==> src/rtl/sm4r_pkg.sv <==
package sm4r_pkg;

    localparam int WORD_W = 32;
    localparam int LANE_WORDS = 4;
    localparam int LANE_W = WORD_W * LANE_WORDS;

    typedef logic [WORD_W-1:0] word_t;

    typedef enum logic {
        MODE_SCHED = 1'b0,
        MODE_ENC   = 1'b1
    } mode_e;

    // Substitution table, stored as four 64-byte quarters, byte 0 at the top.
    localparam logic [511:0] SBOX_Q0 = {
        128'hD690E9FECCE13DB716B614C228FB2C05, 128'h2B679A762ABE04C3AA44132649860699,
        128'h9C4250F491EF987A33540B43EDCFAC62, 128'hE4B31CA9C908E89580DF94FA758F3FA6};
    localparam logic [511:0] SBOX_Q1 = {
        128'h4707A7FCF37317BA83593C19E6854FA8, 128'h686B81B27164DA8BF8EB0F4B70569D35,
        128'h1E240E5E6358D1A225227C3B01217887, 128'hD40046579FD327524C3602E7A0C4C89E};
    localparam logic [511:0] SBOX_Q2 = {
        128'hEABF8AD240C738B5A3F7F2CEF96115A1, 128'hE0AE5DA49B341A55AD933230F58CB1E3,
        128'h1DF6E22E8266CA60C02923AB0D534E6F, 128'hD5DB3745DEFD8E2F03FF6A726D6C5B51};
    localparam logic [511:0] SBOX_Q3 = {
        128'h8D1BAF92BBDDBC7F11D95C411F105AD8, 128'h0AC13188A5CD7BBD2D74D012B8E5B4B0,
        128'h8969974A0C96777E65B9F109C56EC684, 128'h18F07DEC3ADC4D2079EE5F3ED7CB3948};

    function automatic logic [7:0] sbox_byte(input logic [7:0] b);
        logic [511:0] quarter;
        case (b[7:6])
            2'd0:    quarter = SBOX_Q0;
            2'd1:    quarter = SBOX_Q1;
            2'd2:    quarter = SBOX_Q2;
            default: quarter = SBOX_Q3;
        endcase
        return quarter[(63 - int'(b[5:0])) * 8 +: 8];
    endfunction

    function automatic word_t rotl(input word_t x, input int n);
        return (x << n) | (x >> (WORD_W - n));
    endfunction

endpackage

==> src/rtl/sm4r_sbox_word.sv <==
module sm4r_sbox_word
    import sm4r_pkg::*;
(
    input  word_t din,
    output word_t dout
);
    localparam int NBYTES = WORD_W / 8;

    for (genvar g = 0; g < NBYTES; g++) begin : g_byte
        assign dout[g*8 +: 8] = sbox_byte(din[g*8 +: 8]);
    end

endmodule

==> src/rtl/sm4r_diffuse.sv <==
module sm4r_diffuse
    import sm4r_pkg::*;
(
    input  logic  mode,
    input  word_t din,
    output word_t dout
);
    word_t sched_w;
    word_t enc_w;

    always_comb begin
        sched_w = din ^ rotl(din, 13) ^ rotl(din, 23);
        enc_w   = din ^ rotl(din, 2) ^ rotl(din, 10) ^ rotl(din, 18) ^ rotl(din, 24);
        dout    = (mode == MODE_ENC) ? enc_w : sched_w;
    end

endmodule

==> src/rtl/sm4r_round.sv <==
module sm4r_round
    import sm4r_pkg::*;
(
    input  logic  mode,
    input  word_t x0,
    input  word_t x1,
    input  word_t x2,
    input  word_t x3,
    input  word_t rk,
    output word_t nw
);
    word_t mix_w;
    word_t sub_w;
    word_t lin_w;

    assign mix_w = x1 ^ x2 ^ x3 ^ rk;

    sm4r_sbox_word u_sbox (
        .din  (mix_w),
        .dout (sub_w)
    );

    sm4r_diffuse u_diff (
        .mode (mode),
        .din  (sub_w),
        .dout (lin_w)
    );

    assign nw = x0 ^ lin_w;

endmodule

==> src/rtl/sm4r_quad.sv <==
module sm4r_quad
    import sm4r_pkg::*;
#(
    parameter int LANES = 2
) (
    input  logic                    clk,
    input  logic                    rst_n,
    input  logic                    in_valid,
    output logic                    in_ready,
    input  logic                    in_mode,
    input  logic                    in_wide,
    input  logic [LANES*LANE_W-1:0] in_state,
    input  logic [LANES*LANE_W-1:0] in_keys,
    output logic                    out_valid,
    input  logic                    out_ready,
    output logic [LANES*LANE_W-1:0] out_data
);
    localparam int VEC_W = LANES * LANE_W;
    localparam int LIW   = (LANES > 1) ? $clog2(LANES) : 1;

    typedef struct packed {
        logic                  busy;
        logic                  done;
        logic                  mode;
        logic [LIW-1:0]        last;
        logic [LIW-1:0]        lane;
        logic [1:0]            rnd;
        logic [3:0][WORD_W-1:0] win;
        logic [VEC_W-1:0]      src;
        logic [VEC_W-1:0]      key;
        logic [VEC_W-1:0]      res;
    } eng_t;

    eng_t  s_d, s_q;
    word_t rk_w;
    word_t nw_w;
    logic  accept_w;
    logic  consume_w;

    assign rk_w = s_q.key[(int'(s_q.lane) * LANE_WORDS + int'(s_q.rnd)) * WORD_W +: WORD_W];

    sm4r_round u_round (
        .mode (s_q.mode),
        .x0   (s_q.win[0]),
        .x1   (s_q.win[1]),
        .x2   (s_q.win[2]),
        .x3   (s_q.win[3]),
        .rk   (rk_w),
        .nw   (nw_w)
    );

    assign in_ready  = !s_q.busy && !s_q.done;
    assign out_valid = s_q.done;
    assign out_data  = s_q.res;
    assign accept_w  = in_valid && in_ready;
    assign consume_w = s_q.done && out_ready;

    always_comb begin
        s_d = s_q;
        if (accept_w) begin
            s_d.busy = 1'b1;
            s_d.done = 1'b0;
            s_d.mode = in_mode;
            s_d.last = in_wide ? LIW'(LANES - 1) : '0;
            s_d.lane = '0;
            s_d.rnd  = 2'd0;
            s_d.src  = in_state;
            s_d.key  = in_keys;
            s_d.res  = '0;
            for (int i = 0; i < LANE_WORDS; i++) begin
                s_d.win[i] = in_state[i*WORD_W +: WORD_W];
            end
        end else if (s_q.busy) begin
            s_d.res[(int'(s_q.lane) * LANE_WORDS + int'(s_q.rnd)) * WORD_W +: WORD_W] = nw_w;
            s_d.win[0] = s_q.win[1];
            s_d.win[1] = s_q.win[2];
            s_d.win[2] = s_q.win[3];
            s_d.win[3] = nw_w;
            if (s_q.rnd == 2'd3) begin
                if (s_q.lane == s_q.last) begin
                    s_d.busy = 1'b0;
                    s_d.done = 1'b1;
                end else begin
                    s_d.lane = s_q.lane + 1'b1;
                    s_d.rnd  = 2'd0;
                    for (int i = 0; i < LANE_WORDS; i++) begin
                        s_d.win[i] = s_q.src[((int'(s_q.lane) + 1) * LANE_WORDS + i) * WORD_W +: WORD_W];
                    end
                end
            end else begin
                s_d.rnd = s_q.rnd + 2'd1;
            end
        end
        if (consume_w) begin
            s_d.done = 1'b0;
        end
    end

    always_ff @(posedge clk or negedge rst_n) begin
        if (!rst_n) begin
            s_q <= '0;
        end else begin
            s_q <= s_d;
        end
    end

endmodule

==> config.mk <==
export PLATFORM = sky130hd
export DESIGN_NAME = sm4r_quad
export DESIGN_NICKNAME = d
export VERILOG_FILES = /design/src/rtl/sm4r_pkg.sv /design/src/rtl/sm4r_sbox_word.sv /design/src/rtl/sm4r_diffuse.sv /design/src/rtl/sm4r_round.sv /design/src/rtl/sm4r_quad.sv
export SDC_FILE = /design/constraint.sdc
export NUM_CORES = 2
export LEC_CHECK = 0
export BUFFER_PORTS_ARGS = -buffer_cell sky130_fd_sc_hd__buf_2
export CAP_MARGIN = 25
export CORE_MARGIN = 2
export CORE_UTILIZATION = 35
export CTS_CLUSTER_SIZE = 30
export DETAILED_ROUTE_END_ITERATION = 8
export GPL_ROUTABILITY_DRIVEN = 1
export GPL_TIMING_DRIVEN = 0
export PLACE_DENSITY = 0.58
export REMOVE_ABC_BUFFERS = 1
export SKIP_CTS_REPAIR_TIMING = 1
export SKIP_LAST_GASP = 1
export SLEW_MARGIN = 5
export SYNTH_ARGS = -nofsm -noshare
export SYNTH_HDL_FRONTEND = slang
export SYNTH_SLANG_ARGS = --single-unit
==> constraint.sdc <==
create_clock -name clk -period 12.6 [get_ports clk]
set_clock_uncertainty 0.1 [all_clocks]
set_input_delay 0.63 -clock clk [delete_from_list [all_inputs] [get_ports clk]]
set_output_delay 0.63 -clock clk [all_outputs]
set_load 0.005 [all_outputs]
==> impl_metrics.json <==
{
  "status": "complete, but fails checks",
  "failed_checks": "hold timing",
  "postPlaceCellArea_um2": 59100,
  "synth_top_area_share_pct": 36.3,
  "grt_first_pass_wirelength_mm": 391,
  "die_area_um2": 156000,
  "drt_iter0_drc": 7647,
  "fin_crit_sh_pct": 78.4,
  "htree_levels": 3,
  "cp_max_fo": 38,
  "start_util_pct": 35.2,
  "routedWlPerCell_um": 29.8,
  "post-route-util_pct": 42.0,
  "antenna_found_initial": 31,
  "maxSlewHeadroom_pct": 2.89,
  "hold_viol": 23,
  "arrival_ps": 10370,
  "worstSetupPathType": "reg -> reg",
  "worst_pin_slew_ps": 1460,
  "multiInputGateArea_um2": 30000,
  "hold_ws_ps": -18.6,
  "maxCapViolations": 0,
  "num_rows": 143,
  "firstDrtPassIters": 8,
  "syn_to_final_growth_pct": 19.4,
  "ant_nets": 0,
  "postSynthCellCount": 6722,
  "tritoncts": "yes",
  "portBuffers": 775,
  "worstPathRequired_ps": 13100,
  "fillerInstances": 15447,
  "yosysMostFrequentCell": "nand2_1",
  "hpwl_mm": 201,
  "endpoint_kind": "flip-flop",
  "synth-edff-count": 0,
  "synth_area_um2": 53400,
  "wl_mm": 274,
  "vias_per_cell": 6.19,
  "clk_path_buf_depth": 3,
  "clk_latency_ps": 750,
  "grt_pass1_vias": 53501,
  "synth_largest_area_cell": "dfrtp_1",
  "clk_pin_slew_ps": 60,
  "die_w_um": 394,
  "nets": 7654,
  "rsz0062_at_grt": "no",
  "grt-ovfl-total": 0,
  "holdCritPathClass": "in -> reg",
  "start_kind": "flip-flop",
  "die_h_um": 394,
  "ios": 776,
  "ys_ff_latch": 775,
  "synth.yosys.seq_area_share_pct": 36.3,
  "finalInstanceArea_um2": 63700,
  "synthArstFlopShare_pct": 100,
  "drive_above_1_share_pct": 18.3,
  "gp_congestion": 0.977,
  "drc": 0,
  "core_um2": 152000,
  "grt_max_degree": 112,
  "synth.distinct_cells": 111,
  "yosysWarnings": 0,
  "seq_area_um2": 19400,
  "maxSlewViolCount": 0,
  "ys.flop_type": "dfrtp_1",
  "synthTopCellsByArea": "dfrtp_1 36%, nand2_1 12%, o21ai_0 5.7%",
  "min_period_ps": 9880,
  "ys_top_cells_by_count": "1,662 x nand2_1, 775 x dfrtp_1, 610 x o21ai_0, 404 x clkbuf_1, 332 x nand3_1",
  "max_freq_mhz": 101,
  "finalSetupViolCount": 0,
  "syn_area_per_cell_um2": 7.94,
  "clkSinkCount": 775,
  "root_buffer": "clkbuf_16",
  "vias": 56989,
  "grt_usage_pct": 33.8,
  "numCtsBuffers": 89
}
## flip-flops by register name, summed over array words and instances (netlist names)
| signal | count |
|---|---|
| s_q | 518 |
| out_data | 256 |
| out_valid | 1 |
## critical path, stage by stage (launching register included)
cell and delay [ps]:
dfrtp_4 660, buf_12 260, nor2_4 670, a22oi_1 360
a21oi_1 490, nor2_2 220, inv_1 660, ha_2 520
buf_12 250, clkinv_1 620, o21ai_0 510, a21oi_1 280
nor4_1 300, a2111oi_0 140, a311oi_1 570, a311oi_1 110
a211oi_2 620, xnor2_1 420, xor2_1 900, mux2i_1 190
xor2_1 630, a21oi_1 140
## metal layers
layer,up-vias,GRT usage (%),wire (µm)
met3,611,9.64,29700
met2,3475,51.2,120000
met4,22,12.8,11300
li1,24662,-,-
met1,28219,45.4,112000
met5,-,0.400,209
## worst paths after layout
kind / cells after the start / start / endpoint / slack, ps
hold / removal: 3 / in_state[53] / s_q[821] / -20
hold reg to reg: 2 / s_q[493] / s_q[493] / 370
min in group asynchronous: 2 / rst_n / s_q[461] / 370
setup / recovery: 21 / s_q[898] / s_q[894] / 2720
max in group asynchronous: 5 / rst_n / s_q[406] / 10060
setup reg to reg: 21 / s_q[898] / s_q[894] / 2720
## logic make-up (layout without fill, tap and decap cells)
kind of cell	count (synthesis)	in the layout	synth area share, %
muxes	170	170	3.71
xor gates and xnor gates	269	269	4.80
DFF	775	775	36.3
AOI/OAI and AO/OA	2001	2001	25.4
other	0	15	0
adders and majority gates	52	52	1.22
buffers and inverters	906	1341	8.59
and+or+nand+nor	2549	2549	20.0
## through the flow
step           setup slack [ps]  instances  setup TNS, ps
6_report                   2720       9202              0
2_1_floorplan            -16490       5890       -8099880
5_1_grt                    2740       9194              0
4_1_cts                    3130       9034              0
3_5_place_dp               3180       8870              0
3_3_place_gp             -54040       8695              -
## final cells by class
cell class,count,area share (%)
tap,2030,3.99
clock inverter,32,0.721
multi-input combinational,5041,47.1
antenna,15,0.0589
clock buffer,132,4.14
inverter,74,0.444
sequential,775,30.5
timing repair buffer,1103,13.1
## cell usage in the layout (no fill, tap or decap), drive strengths merged, types with 15 or more instances in the layout
cell type	instances
a22oi	85
nor2	272
mux4	20
diode	15
nor3	108
or3	17
dlygate4sd3	145
xor2	107
nor4	25
a221o	15
nand4	33
o22ai	41
mux2i	139
o2111ai	29
o311ai	77
nand2	1663
nand3	333
o31ai	34
a211oi	93
a311oi	49
ha	52
and3	38
buf	957
a21oi	323
o221ai	66
a221oi	56
o21ai	628
o211ai	81
a21o	27
a31oi	72
a32oi	28
a22o	103
clkbuf	133
xnor2	150
inv	72
clkinv	28
dfrtp	775
a2111oi	34
Power is left out: the tool's default activity adds up to more than one toggle a clock period on the data nets, which glitch-free logic cannot reach.
